$ cat src/rtl/baud_sense_pkg.sv
// Package: shared types and constants for the bit-period estimator.
// Assumes: the serial line idles high.
package baud_sense_pkg;

    // Polarity of a completed pulse on the filtered line
    typedef enum logic {
        POL_LOW  = 1'b0,
        POL_HIGH = 1'b1
    } pol_e;

    // Level of an idle line; used as reset value of line-facing state
    localparam logic IDLE_LEVEL = 1'b1;

endpackage

$ cat src/rtl/bs_sync.sv
// Module: bs_sync
// Brings an asynchronous level into the clock domain through STAGES flops.
// Assumes: STAGES >= 1; reset value chosen by the caller.
module bs_sync #(
    parameter int   STAGES    = 2,
    parameter logic RESET_VAL = 1'b1
) (
    input  logic clk,
    input  logic rst_n,
    input  logic d_async,
    output logic q_sync
);

    logic [STAGES-1:0] chain_q;

    generate
        if (STAGES == 1) begin : g_single
            // Single capture flop
            always_ff @(posedge clk) begin
                if (!rst_n) chain_q <= RESET_VAL;
                else        chain_q <= d_async;
            end
        end else begin : g_multi
            // Shift the sample through the flop chain
            always_ff @(posedge clk) begin
                if (!rst_n) chain_q <= {STAGES{RESET_VAL}};
                else        chain_q <= {chain_q[STAGES-2:0], d_async};
            end
        end
    endgenerate

    assign q_sync = chain_q[STAGES-1];

endmodule

$ cat src/rtl/bs_deglitch.sv
// Module: bs_deglitch
// Persistence filter: the clean level follows the synchronized input only
// after the input has differed from it for max(gw,1) consecutive cycles.
// Every accepted edge is delayed by the same amount, so widths are kept.
// flip is high for the one cycle in which the clean level is new.
// Assumes: line idles high after reset.
module bs_deglitch #(
    parameter int GW_W = 8
) (
    input  logic            clk,
    input  logic            rst_n,
    input  logic            raw,
    input  logic [GW_W-1:0] gw,
    output logic            level,
    output logic            flip
);
    import baud_sense_pkg::*;

    logic [GW_W-1:0] dcnt_q;
    logic [GW_W:0]   need;
    logic [GW_W:0]   next_cnt;

    // Effective threshold (0 behaves as 1) and next persistence count
    always_comb begin
        need     = (gw == '0) ? (GW_W+1)'(1) : {1'b0, gw};
        next_cnt = {1'b0, dcnt_q} + (GW_W+1)'(1);
    end

    // Track how long the input has disagreed and accept a new level
    always_ff @(posedge clk) begin
        if (!rst_n) begin
            level  <= IDLE_LEVEL;
            dcnt_q <= '0;
            flip   <= 1'b0;
        end else begin
            flip <= 1'b0;
            if (raw == level) begin
                dcnt_q <= '0;
            end else if (next_cnt >= need) begin
                level  <= raw;
                dcnt_q <= '0;
                flip   <= 1'b1;
            end else begin
                dcnt_q <= next_cnt[GW_W-1:0];
            end
        end
    end

endmodule

$ cat src/rtl/bs_pulse_timer.sv
// Module: bs_pulse_timer
// Counts cycles between accepted edges on the clean line and reports each
// completed pulse (width and polarity) for one cycle. The level in
// progress at restart is not reported. The run counter saturates.
// Assumes: flip marks the first cycle of a new clean level.
module bs_pulse_timer #(
    parameter int CNT_W = 20
) (
    input  logic                      clk,
    input  logic                      rst_n,
    input  logic                      restart,
    input  logic                      active,
    input  logic                      flip,
    input  logic                      level,
    output logic                      done,
    output baud_sense_pkg::pol_e      done_pol,
    output logic [CNT_W-1:0]          done_width
);
    import baud_sense_pkg::*;

    localparam logic [CNT_W-1:0] RUN_MAX = '1;

    logic [CNT_W-1:0] run_q;
    logic             armed_q;

    // Run length of the current level, and whether a full pulse has begun
    always_ff @(posedge clk) begin
        if (!rst_n) begin
            run_q   <= '0;
            armed_q <= 1'b0;
        end else if (restart) begin
            run_q   <= '0;
            armed_q <= 1'b0;
        end else if (active) begin
            if (flip) begin
                run_q   <= CNT_W'(1);
                armed_q <= 1'b1;
            end else if (run_q != RUN_MAX) begin
                run_q <= run_q + CNT_W'(1);
            end
        end
    end

    // A pulse completes when an armed timer sees an accepted edge
    always_comb begin
        done       = active && flip && armed_q && !restart;
        done_width = run_q;
        done_pol   = level ? POL_LOW : POL_HIGH;
    end

endmodule

$ cat src/rtl/bs_min_hold.sv
// Module: bs_min_hold
// Keeps the smallest completed pulse width of one polarity. Reload sets
// the register to all ones; a sample replaces it only if strictly smaller.
// Assumes: at most one sample per cycle.
module bs_min_hold #(
    parameter int                   CNT_W = 20,
    parameter baud_sense_pkg::pol_e POL   = baud_sense_pkg::POL_LOW
) (
    input  logic                 clk,
    input  logic                 rst_n,
    input  logic                 reload,
    input  logic                 sample,
    input  baud_sense_pkg::pol_e sample_pol,
    input  logic [CNT_W-1:0]     width,
    output logic [CNT_W-1:0]     min_q
);

    // Reload or lower the stored minimum
    always_ff @(posedge clk) begin
        if (!rst_n) begin
            min_q <= '1;
        end else if (reload) begin
            min_q <= '1;
        end else if (sample && (sample_pol == POL) && (width < min_q)) begin
            min_q <= width;
        end
    end

endmodule

$ cat src/rtl/bs_edge_count.sv
// Module: bs_edge_count
// Saturating counter of accepted edges; clear has priority.
// Assumes: bump is at most one per cycle.
module bs_edge_count #(
    parameter int EDGE_W = 10
) (
    input  logic              clk,
    input  logic              rst_n,
    input  logic              clear,
    input  logic              bump,
    output logic [EDGE_W-1:0] cnt_q
);

    localparam logic [EDGE_W-1:0] CNT_MAX = '1;

    // Count up to the maximum and stop there
    always_ff @(posedge clk) begin
        if (!rst_n)                          cnt_q <= '0;
        else if (clear)                      cnt_q <= '0;
        else if (bump && cnt_q != CNT_MAX)   cnt_q <= cnt_q + EDGE_W'(1);
    end

endmodule

$ cat src/rtl/baud_sense.sv
// Module: baud_sense (top)
// Bit-period estimator: synchronizes and deglitches the receive line,
// times pulses between accepted edges, keeps low and high minima and an
// edge count. A rising edge of det_en restarts; det_en low freezes results.
// Assumes: rxd_in idles high; glitch_w is quasi-static during detection.
module baud_sense #(
    parameter int CNT_W       = 20,
    parameter int EDGE_W      = 10,
    parameter int GW_W        = 8,
    parameter int SYNC_STAGES = 2
) (
    input  logic              clk,
    input  logic              rst_n,
    input  logic              det_en,
    input  logic [GW_W-1:0]   glitch_w,
    input  logic              rxd_in,
    output logic [CNT_W-1:0]  low_min,
    output logic [CNT_W-1:0]  high_min,
    output logic [EDGE_W-1:0] edge_cnt
);
    import baud_sense_pkg::*;

    localparam int NUM_POL = 2;

    logic             en_q;
    logic             start;
    logic             line_sync;
    logic             line_clean;
    logic             line_flip;
    logic             pulse_done;
    pol_e             pulse_pol;
    logic [CNT_W-1:0] pulse_width;
    logic [CNT_W-1:0] mins [NUM_POL];

    // Register the enable to find its rising edge
    always_ff @(posedge clk) begin
        if (!rst_n) en_q <= 1'b0;
        else        en_q <= det_en;
    end

    assign start = det_en && !en_q;

    bs_sync #(
        .STAGES    (SYNC_STAGES),
        .RESET_VAL (IDLE_LEVEL)
    ) u_sync (
        .clk     (clk),
        .rst_n   (rst_n),
        .d_async (rxd_in),
        .q_sync  (line_sync)
    );

    bs_deglitch #(
        .GW_W (GW_W)
    ) u_deglitch (
        .clk   (clk),
        .rst_n (rst_n),
        .raw   (line_sync),
        .gw    (glitch_w),
        .level (line_clean),
        .flip  (line_flip)
    );

    bs_pulse_timer #(
        .CNT_W (CNT_W)
    ) u_timer (
        .clk        (clk),
        .rst_n      (rst_n),
        .restart    (start),
        .active     (en_q),
        .flip       (line_flip),
        .level      (line_clean),
        .done       (pulse_done),
        .done_pol   (pulse_pol),
        .done_width (pulse_width)
    );

    generate
        for (genvar p = 0; p < NUM_POL; p++) begin : g_min
            bs_min_hold #(
                .CNT_W (CNT_W),
                .POL   (pol_e'(p))
            ) u_min (
                .clk        (clk),
                .rst_n      (rst_n),
                .reload     (start),
                .sample     (pulse_done),
                .sample_pol (pulse_pol),
                .width      (pulse_width),
                .min_q      (mins[p])
            );
        end
    endgenerate

    bs_edge_count #(
        .EDGE_W (EDGE_W)
    ) u_edges (
        .clk   (clk),
        .rst_n (rst_n),
        .clear (start),
        .bump  (en_q && line_flip),
        .cnt_q (edge_cnt)
    );

    assign low_min  = mins[POL_LOW];
    assign high_min = mins[POL_HIGH];

endmodule

$ cat config.mk
export PLATFORM = sky130hd
export DESIGN_NAME = baud_sense
export DESIGN_NICKNAME = d
export VERILOG_FILES = /design/src/rtl/baud_sense_pkg.sv /design/src/rtl/bs_sync.sv /design/src/rtl/bs_deglitch.sv /design/src/rtl/bs_pulse_timer.sv /design/src/rtl/bs_min_hold.sv /design/src/rtl/bs_edge_count.sv /design/src/rtl/baud_sense.sv
export SDC_FILE = /design/constraint.sdc
export NUM_CORES = 1
export LEC_CHECK = 0
export ABC_CLOCK_PERIOD_IN_PS = 2500
export CORE_ASPECT_RATIO = 2
export CORE_MARGIN = 5
export CORE_UTILIZATION = 45
export CTS_CLUSTER_SIZE = 24
export DETAILED_ROUTE_END_ITERATION = 6
export GPL_ROUTABILITY_DRIVEN = 0
export PLACE_DENSITY = 0.79
export SYNTH_ARGS = -nofsm -noshare
export SYNTH_HDL_FRONTEND = slang
export SYNTH_SLANG_ARGS = --single-unit
$ cat constraint.sdc
create_clock -name clk -period 2.5 [get_ports clk]
set_clock_uncertainty 0.15 [all_clocks]
set_input_delay 0.75 -clock clk [delete_from_list [all_inputs] [get_ports clk]]
set_output_delay 0.75 -clock clk [all_outputs]
set_load 0.01 [all_outputs]
==> flow_summary.toml <==
[setup_path]
endpoint_kind = "flip-flop"
crit_chain = "clkbuf_2 -> nor4_4 -> a41o_1 -> ha_1 -> nand2b_4 -> a21o_1 -> a21oi_4 -> o2111ai_4 -> nor2b_1"
worstSetupPathType = "input pin to flip-flop"
path_buf_inv = 1
cp_top_family = "compound AO/OA/AOI/OAI gates"
worstPathArrival_ps = 2550
critPathMaxStageDelay_ps = 290
cp-startpoint = "glitch_w[5]"
critPathLaunchType = "input pin"
crit_fanout = 8
crit_required_ps = 2610
r2r_start = "u_deglitch.dcnt_q[3]"
cp_slowest_cell = "nor4_4"

[synth]
ys.flop_type = "dfxtp_1"
yosys_register_bits = 84
syn-cell-area_sq_um = 4659
syn_inst = 524
yosysSeqAreaShare = 0.3609
yosysUniqueCellTypes = 46
yosysWarningCount = 0
avgSynthCellArea_sq_um = 8.892
syn_nets = 585
synth-async-reset-ratio = 0
synth_edf_count = 0

[die]
dieArea_sq_um = 12610
die_w_um = 81.95
ioPinCount = 62
core_area_sq_um = 10150
die_y_um = 153.9
rows = 52
start_util = 0.4591

[routing]
finalWirelength_um = 11610
drc = 0
drt_first_pass_iters = 7
wl_per_cell_um = 15.35
drtIter0Drc = 187
drtAntennaViolNets = 0
vias = 4047
viasPerCell = 5.353

[grt]
antenna_found_initial = 0
grtUsageMet1 = 0.1791
grt_pass1_vias = 4347
use_met3 = 0.04684
top_usage_layer = "met2"
grt_usage = 0.1941
grt-ovfl-total = 0
grt_pass1_wl_um = 19180
grt_max_degree = 43
use_met2 = 0.3585

[worst_hold_path]
min_path_type = "flip-flop to flip-flop"
min-delay-start = "u_sync.chain_q[0]"

[power_and_ir_drop]
ir_worst_vdd_mv = 0.3398
pwr_density_cell_nw_per_um2 = 485.9
pwr-share-clk = 0.503
switching_share = 0.2047
seqPwrFrac = 0.455
finalPower_mw = 2.960
leakage_nw = 2.921
p_int_mw = 2.354
comb_power_share = 0.042
p_switching_uw = 605.9

[timing]
tightest_slew_ps = 427.1
final_hold_viol_count = 0
drv_slew = 0
period_share = 0.9742
setup_violations = 0
fmax_ghz = 0.4106
slew_headroom = 0.7134
tns_ps = 0
finalCriticalPeriod_ps = 2436

[cts]
clock_latency_ps = 340
clkSlewWorstSetupHoldPaths_ps = 60
htree_levels = 3
cts_tree = "done"
clkSinkCount = 84
numCtsBuffers = 9
holdBufCountCts = 0
cts-root-buf = "clkbuf_16"
cts_buffer_depth = 2

[layout]
fillers = 878
areaGrowthSynthToFinish_pct = 30.72
diodes = 0
seq_area_sq_um = 1685
drive_gt1_frac = 0.1337
final_cells = 756
final_cell_mix = "nor2_1 (93), dfxtp_1 (81), clkdlybuf4s50_1 (53), inv_1 (49), ha_1 (48)"
nNetsFinal = 677
multi_input_comb_area_sq_um = 2820
final_common_cell = "nor2_1"

[placement]
dpl.cell_count = 734
dpl.hpwl_um = 8707
portBuffers = 61

[status]
outcome = "finished clean"

[job]
max-cap-violations = 0
[routing by layer]
metal | vias up | routed length, um
met3 | 47 | 431
met2 | 99 | 6482
met4 | 0 | 665
met1 | 1920 | 4026
met5 | - | 0
li1 | 1981 | -
[metrics by stage]
stage            util  instance area, sq um  hold WS, ps  setup slack (ps)
2_1_floorplan       -                  4666        236.3             19.07
3_3_place_gp   0.5562                  5645        246.1            -696.5
3_5_place_dp   0.5562                  5645        257.7            -821.7
4_1_cts        0.5936                  6025        276.9             23.52
5_1_grt        0.6001                  6091        289.2            -63.52
6_report       0.6001                  6091        269.1             64.42
[power by group through the flow]
stage               Clock, mW  Combinational (mW)  Sequential [mW]
floorplan                   0              0.0637             1.38
global placement            0               0.113             1.38
detailed placement          0               0.119             1.38
CTS                      1.52               0.124             1.35
global route             1.57               0.137             1.35
finish                   1.49               0.126             1.35
[worst paths after layout]
| path | cells after the start | to | slack [ps] |
|---|---|---|---|
| setup / recovery | 9 | u_deglitch.dcnt_q[2] | 60 |
| hold / removal | 1 | u_sync.chain_q[1] | 270 |
| setup reg to reg | 10 | u_deglitch.dcnt_q[2] | 80 |
| hold reg to reg | 1 | u_sync.chain_q[1] | 270 |
[timing repair]
item / CTS / global route
resized for setup: 16 / 14
setup buffers: 1 / 5
pin swaps: 6 / 12
endpoints found under the setup margin: 10 / 28
[final cells by class]
type,count,area share
multi-input cells,376,0.4630
flip-flops and latches,84,0.2767
repair buffers,96,0.1469
clock buffers,13,0.04437
inverters,49,0.03020
well taps,135,0.02773
clock inverters,3,0.01109
[state kept, by name, summed over array words and instances, names as in the netlist]
register and count:
g_min.u_min.min_q 40, u_timer.done_width 20, u_edges.cnt_q 10, u_deglitch.dcnt_q 8, u_sync.chain_q 2, en_q 1, u_deglitch.flip 1, u_deglitch.level 1
u_timer.armed_q 1
[cell usage after synthesis (all sizes together) (5+ instances only)]
master	n	area (sq um)
ha	49	613.1
inv	49	183.9
and3	11	71.31
nor2b	8	50.05
and4	6	55.05
clkbuf	7	26.28
mux2i	43	430.4
o21a	7	52.55
nand3	14	70.07
nand2	21	78.83
buf	8	65.06
o211ai	8	65.06
nor2	95	356.6
nand4	9	71.32
xor2	24	210.2
a21oi	18	90.09
and2	5	31.28
dfxtp	84	1682
o2111ai	7	61.31
a21o	5	37.54
o21ai	10	50.04
[logic make-up (layout without fill, tap and decap cells)]
kind of cell             after synthesis  count (layout)  synth area share
flip-flops                            84              84            0.3609
multiplexers                          43              43           0.09237
buffers and inverters                 64             161           0.05908
adder cells (fa/ha/maj)               49              49            0.1316
AO/OA/AOI/OAI                         68              68            0.1055
XOR/XNOR                              28              28           0.05263
AND/OR/NAND/NOR                      188             188            0.1979
No activity file was read; power rests on OpenSTA's default activity.
